[config.mk]
export PLATFORM = sky130hd
export DESIGN_NAME = irq_prio_core
export DESIGN_NICKNAME = d
export VERILOG_FILES = /design/src/rtl/irq_prio_pkg.sv /design/src/rtl/irq_capture.sv /design/src/rtl/irq_rank.sv /design/src/rtl/irq_prio_core.sv
export SDC_FILE = /design/constraint.sdc
export NUM_CORES = 1
export LEC_CHECK = 0
export CORE_UTILIZATION = 49
export CTS_CLUSTER_DIAMETER = 100
export DETAILED_ROUTE_END_ITERATION = 6
export GPL_TIMING_DRIVEN = 0
export HOLD_SLACK_MARGIN = 0.08
export PLACE_DENSITY = 0.9
export SYNTH_ARGS = -nofsm -noshare
export SYNTH_HDL_FRONTEND = slang
export SYNTH_SLANG_ARGS = --single-unit
[constraint.sdc]
create_clock -name clk -period 6.7 [get_ports clk]
set_input_delay 1.005 -clock clk [delete_from_list [all_inputs] [get_ports clk]]
set_output_delay 1.005 -clock clk [all_outputs]
set_load 0.01 [all_outputs]
[src/rtl/irq_prio_pkg.sv]
package irq_prio_pkg;
    parameter int LINES = 8;
    localparam int IDX_W = $clog2(LINES);
    localparam int RANK_W = IDX_W + 1;

    typedef logic [LINES-1:0]  line_vec_t;
    typedef logic [IDX_W-1:0]  idx_t;
    typedef logic [RANK_W-1:0] rank_t;

    localparam line_vec_t PRI_TRIG_WMASK = line_vec_t'(8'hF8);
    localparam line_vec_t SEC_TRIG_WMASK = line_vec_t'(8'hDE);
endpackage

[src/rtl/irq_capture.sv]
module irq_capture
    import irq_prio_pkg::*;
#(
    parameter line_vec_t WMASK = PRI_TRIG_WMASK
) (
    input  logic      clk,
    input  logic      rst_n,
    input  line_vec_t irq_in,
    input  line_vec_t req_clr,
    input  logic      trig_wr_en,
    input  line_vec_t trig_wr_data,
    output line_vec_t req_q,
    output line_vec_t trig_q
);
    typedef struct packed {
        line_vec_t req;
        line_vec_t prev;
        line_vec_t trig;
    } cap_t;

    cap_t cap_d, cap_q;
    line_vec_t edge_req;

    always_comb begin
        cap_d    = cap_q;
        edge_req = (cap_q.req & ~req_clr) | (irq_in & ~cap_q.prev);
        cap_d.req  = (cap_q.trig & irq_in) | (~cap_q.trig & edge_req);
        cap_d.prev = irq_in;
        if (trig_wr_en) begin
            cap_d.trig = trig_wr_data & WMASK;
        end
    end

    always_ff @(posedge clk) begin
        if (!rst_n) begin
            cap_q <= '0;
        end else begin
            cap_q <= cap_d;
        end
    end

    assign req_q  = cap_q.req;
    assign trig_q = cap_q.trig;

    // level lines track the input of the previous cycle
    a_r1_level_follows: assert property (@(posedge clk) disable iff (!rst_n)
        1'b1 |=> ((req_q & $past(trig_q)) == ($past(irq_in) & $past(trig_q))));

    // an edge-mode request survives unless explicitly cleared
    a_r2_edge_sticky: assert property (@(posedge clk) disable iff (!rst_n)
        1'b1 |=> (($past(req_q) & ~$past(trig_q) & ~$past(req_clr) & ~req_q) == '0));

    // trigger writes are filtered through the writable mask
    a_r3_trig_filtered: assert property (@(posedge clk) disable iff (!rst_n)
        trig_wr_en |=> (trig_q == ($past(trig_wr_data) & WMASK)));
endmodule

[src/rtl/irq_rank.sv]
module irq_rank
    import irq_prio_pkg::*;
(
    input  line_vec_t vec,
    input  idx_t      off,
    output rank_t     rank
);
    line_vec_t rot;

    always_comb begin
        for (int k = 0; k < LINES; k++) begin
            idx_t sel;
            sel    = idx_t'(k) + off;
            rot[k] = vec[sel];
        end
    end

    always_comb begin
        rank = rank_t'(LINES);
        for (int k = LINES - 1; k >= 0; k--) begin
            if (rot[k]) begin
                rank = rank_t'(k);
            end
        end
    end
endmodule

[src/rtl/irq_prio_core.sv]
module irq_prio_core
    import irq_prio_pkg::*;
#(
    parameter bit IS_PRIMARY   = 1'b1,
    parameter int CASCADE_LINE = 2
) (
    input  logic       clk,
    input  logic       rst_n,
    input  logic [7:0] irq_in,
    input  logic [7:0] req_clr,
    input  logic       trig_wr_en,
    input  logic [7:0] trig_wr_data,
    input  logic       mask_wr_en,
    input  logic [7:0] mask_wr_data,
    input  logic       isr_wr_en,
    input  logic [7:0] isr_wr_data,
    input  logic       off_wr_en,
    input  logic [2:0] off_wr_data,
    input  logic       nest_en,
    output logic [7:0] req_q,
    output logic [7:0] trig_q,
    output logic       win_valid,
    output logic [2:0] win_line,
    output logic       irq_out
);
    localparam line_vec_t TRIG_WMASK = IS_PRIMARY ? PRI_TRIG_WMASK : SEC_TRIG_WMASK;
    localparam line_vec_t CASC_BIT   = line_vec_t'(1) << CASCADE_LINE;

    typedef struct packed {
        line_vec_t mask;
        line_vec_t isr;
        idx_t      off;
        logic      irq;
    } core_t;

    core_t     st_d, st_q;
    line_vec_t cand_vec, isr_eff;
    rank_t     cand_rank, isr_rank;

    irq_capture #(.WMASK(TRIG_WMASK)) u_capture (
        .clk          (clk),
        .rst_n        (rst_n),
        .irq_in       (irq_in),
        .req_clr      (req_clr),
        .trig_wr_en   (trig_wr_en),
        .trig_wr_data (trig_wr_data),
        .req_q        (req_q),
        .trig_q       (trig_q)
    );

    assign cand_vec = req_q & ~st_q.mask;

    generate
        if (IS_PRIMARY) begin : g_nest
            assign isr_eff = nest_en ? (st_q.isr & ~CASC_BIT) : st_q.isr;
        end else begin : g_plain
            assign isr_eff = st_q.isr;
        end
    endgenerate

    irq_rank u_cand_rank (.vec(cand_vec), .off(st_q.off), .rank(cand_rank));
    irq_rank u_isr_rank  (.vec(isr_eff),  .off(st_q.off), .rank(isr_rank));

    assign win_valid = (cand_rank < isr_rank);
    assign win_line  = win_valid ? idx_t'(cand_rank[IDX_W-1:0] + st_q.off) : '0;

    always_comb begin
        st_d     = st_q;
        st_d.irq = win_valid;
        if (mask_wr_en) st_d.mask = mask_wr_data;
        if (isr_wr_en)  st_d.isr  = isr_wr_data;
        if (off_wr_en)  st_d.off  = off_wr_data;
    end

    always_ff @(posedge clk) begin
        if (!rst_n) begin
            st_q <= '0;
        end else begin
            st_q <= st_d;
        end
    end

    assign irq_out = st_q.irq;

    // a reported winner is an unmasked pending line
    a_r5_winner_pending: assert property (@(posedge clk) disable iff (!rst_n)
        win_valid |-> (req_q[win_line] && !st_q.mask[win_line]));

    // a winner is never already in service, unless it is the excluded cascade line
    a_r5_not_in_service: assert property (@(posedge clk) disable iff (!rst_n)
        (win_valid && !(IS_PRIMARY && nest_en && win_line == idx_t'(CASCADE_LINE)))
            |-> !st_q.isr[win_line]);

    // no winner reports line zero
    a_r7_idle_line: assert property (@(posedge clk) disable iff (!rst_n)
        !win_valid |-> (win_line == '0));

    // the interrupt output lags the winner flag by one cycle
    a_r8_irq_follows: assert property (@(posedge clk) disable iff (!rst_n)
        1'b1 |=> (irq_out == $past(win_valid)));

    // a mask write lands at the next edge
    a_r10_mask_write: assert property (@(posedge clk) disable iff (!rst_n)
        mask_wr_en |=> (st_q.mask == $past(mask_wr_data)));
endmodule

==> results.py <==
metrics = {
    "clock_tree": {
        "path_clk_slew_ps": 80,
        "tritoncts": "built",
        "clock_insertion_delay_worst_skew_ps": 300,
        "clock-root-buffer": "sky130_fd_sc_hd__clkbuf_8",
        "htree_num_levels": 2,
        "hold_buffers": 0,
        "cts.path.max_buffers": 2,
        "post_cts.resized_instances": 0,
        "cts_buffers": 5,
        "clkSinkCount": 41,
        "post-cts-setup-buffers": 0,
    },
    "place": {
        "io_buffers": 61,
        "place_congestion": 0.827,
        "detailed_place_hpwl_um": 4730,
        "post_dp_cell_area_um2": 3490,
    },
    "power_and_ir_drop": {
        "clock_power_share": 0.222,
        "vdd_ir_drop_max_uv": 150,
        "p_int_uw": 504,
        "p_switching_uw": 234,
        "power_density_nw_per_um2": 206,
        "static-leakage-power_nw": 1.47,
        "seq_power_share": 0.371,
        "p_sw_frac": 0.317,
        "power.share.combinational": 0.407,
    },
    "min_path": {
        "hold_path.class": "flop to flop",
        "worst_hold_startpoint": "st_q[18]$_SDFFE_PN0P_",
    },
    "synthesis": {
        "synthesis.area_um2": 2790,
        "synthSimpleGateAreaFrac": 0.205,
        "synthesized_area_fraction_occupied_by_adder_cells": 0.0341,
        "yosys-mux-area-fraction": 0.261,
        "yosysWarnings": 0,
        "netlist_instances": 270,
        "synth_compound_gate_area_share": 0.0934,
        "synth_top_family_by_area": "multiplexers",
        "ys_types": 52,
        "portion_of_the_post_synthesis_area_used_by_sequential_elements": 0.295,
        "ys_async_sr_fraction": 0,
        "syn_avg_cell_area_um2": 10.3,
        "yosys_register_bits": 41,
        "yosys.area_share.xor_xnor": 0.0180,
        "post_synth_edffs": 0,
        "ys_dominant_reg_cell": "sky130_fd_sc_hd__dfxtp_1",
    },
    "cells_and_area": {
        "mostFrequentLayoutCell": "sky130_fd_sc_hd__clkdlybuf4s50_1",
        "layout-area-overhead-vs-synth_pct": 28.7,
        "layout.cell_area.non_filler_um2": 3580,
        "final_cell_mix": "61 x sky130_fd_sc_hd__clkdlybuf4s50_1, 41 x sky130_fd_sc_hd__dfxtp_1, 30 x sky130_fd_sc_hd__mux2i_1",
        "finalNetCount": 397,
        "antennaDiodeCount": 0,
        "fillCellCount": 434,
        "final_layout_size_suffix_gt1_frac": 0.217,
    },
    "routing": {
        "drt_pass1_iterations": 4,
        "drt_iter0_markers": 75,
        "detail-route-antenna-nets": 0,
        "via_count": 2147,
        "avgViaCountPerCell": 5.20,
        "total_detailed_routing_wirelength_um": 5960,
        "routed_wire_length_per_instance_um": 14.4,
        "drt_drc_violations_left": 0,
    },
    "critical_path": {
        "worst_setup_path_start_kind": "flop",
        "timing.critical_path.required_ps": 5690,
        "worst_setup_path_end_kind": "output pin",
        "crit_fanout": 10,
        "timing.critical_path.from": "st_q[2]$_SDFFE_PN0P_",
        "crit_path_top_delay_cell": "sky130_fd_sc_hd__mux4_2",
        "path_cells": "buf_2 -> inv_1 -> ha_1 -> buf_2 -> mux4_2 -> mux2_2 -> nor2_1 -> nand3_1 -> or2_2 -> ha_1 -> a2111oi_4 -> o221ai_2 -> a21boi_1 -> clkdlybuf4s50_1",
        "critical-path-max-stage-delay_ps": 560,
        "timing.rr.start": "st_q[2]$_SDFFE_PN0P_",
        "crit_arrival_ps": 4830,
        "worstSetupPathType": "flop to output pin",
    },
    "sta": {
        "final_max_slew_viol_count": 0,
        "period_minus_slack_ps": 5830,
        "unrepaired_setup_endpoints_after_global_routing": "no",
        "worst_slew_pin_slew_ps": 584,
        "fmax_mhz": 171,
        "setup-violations-final": 0,
        "min_period_over_period": 0.871,
        "finalClockSkew_ps": 4.53,
        "report.final.hold_viol_count": 0,
        "fin_setup_tns_ps": 0,
        "max_slew_margin": 0.611,
    },
    "grt": {
        "grt_overflow_total": 0,
        "wire_length_of_the_first_global_routing_pass_um": 10000,
        "grt_pass1_vias": 2123,
        "globalRouteTotalUtil": 0.214,
        "antenna_found_initial": 0,
        "grt_start_max_net_pins": 15,
    },
    "run_status": {
        "run_status": "finished clean",
    },
    "floorplan": {
        "num_io_pins": 71,
        "design.core.area_um2": 5510,
        "die_h_um": 77.4,
        "rows": 27,
        "floorplan.initialDensity": 0.506,
        "floorplan.die_area_um2": 5990,
        "die-width_um": 77.4,
    },
    "run": {
        "drv_cap": 0,
    },
}
kinds of logic after synthesis:
| kind of cell | after synthesis |
|---|---|
| simple gates | 84 |
| mux | 53 |
| buf+inv | 46 |
| flops | 41 |
| compound gates | 34 |
| fa+ha+maj | 7 |
| xor+xnor | 4 |
| other cells | 1 |
cells in the mapped netlist (4+ instances only):
cell type / instances / area [um^2]
sky130_fd_sc_hd__o22ai_1: 4 / 25.0
sky130_fd_sc_hd__nand3_1: 4 / 20.0
sky130_fd_sc_hd__ha_1: 6 / 75.1
sky130_fd_sc_hd__o21ai_0: 8 / 40.0
sky130_fd_sc_hd__mux2i_1: 30 / 300
sky130_fd_sc_hd__mux4_2: 13 / 293
sky130_fd_sc_hd__nand2b_1: 12 / 75.1
sky130_fd_sc_hd__and2_1: 11 / 68.8
sky130_fd_sc_hd__inv_1: 14 / 52.6
sky130_fd_sc_hd__buf_4: 17 / 128
sky130_fd_sc_hd__nor2_1: 6 / 22.5
sky130_fd_sc_hd__dfxtp_1: 41 / 821
sky130_fd_sc_hd__nand2_1: 6 / 22.5
sky130_fd_sc_hd__clkbuf_1: 7 / 26.3
sky130_fd_sc_hd__nor2b_1: 27 / 169
sky130_fd_sc_hd__mux2_4: 4 / 60.1
sky130_fd_sc_hd__mux2_2: 4 / 45.0
sky130_fd_sc_hd__or3b_2: 5 / 43.8
sky130_fd_sc_hd__a21boi_0: 6 / 45.0
worst paths after layout:
kind,endpoint,slack (ps),cells after the start
setup / recovery,win_line[0],870,14
hold / removal,st_q[18]$_SDFFE_PN0P_,520,2
setup reg to reg,irq_out$_SDFF_PN0_,2680,13
hold reg to reg,st_q[18]$_SDFFE_PN0P_,520,2
state kept, by name, indices dropped and copies added, names as in the netlist:
signal,flops
u_capture.req_q,8
u_capture.cap_q,8
u_capture.trig_q,5
irq_out,1
st_q,19
power groups by stage:
stage               logic, mW  clock network [mW]  registers (mW)
global placement        0.289                   0           0.278
floorplan               0.197                   0           0.276
CTS                     0.302               0.169           0.274
global route            0.326               0.181           0.276
finish                  0.300               0.164           0.274
detailed placement      0.301                   0           0.279
final cells by class:
class	instances	area (um^2)	area share
flip-flops and latches	41	821	0.229
clock inverters	3	21.3	0.00594
multi-input cells	185	1710	0.478
clock buffers	5	68.8	0.0192
repair buffers	61	611	0.170
plain buffers	29	191	0.0534
inverters	17	66.3	0.0185
well taps	72	90.1	0.0251
per-stage QoR:
stage | utilization | setup slack, ps | hold slack, ps | instances | power, mW
after detailed placement | 0.634 | 1130 | 501 | 405 | 0.580
after floorplan | - | 2120 | 473 | 272 | 0.473
after CTS | 0.651 | 859 | 525 | 413 | 0.744
after global routing | 0.651 | 621 | 564 | 413 | 0.783
final | 0.651 | 865 | 520 | 413 | 0.738
after global placement | 0.634 | 1240 | 488 | 405 | 0.567
per-layer routing:
layer  vias up  global-route usage  share of wire
met5         -                   0              0
li1       1065                   -              -
met3         4              0.0376          0.031
met2        48               0.369           0.50
met4         0              0.0660         0.0055
met1      1030               0.271           0.46
worst max-delay path: cells and delay by family, from the launching register on:
kind	cells	cell delay, ps
compound gates	3	760
fa+ha+maj	2	650
buf+inv	4	1240
flops	1	460
mux	2	860
simple gates	3	550
(Power assumes the default switching activity.)
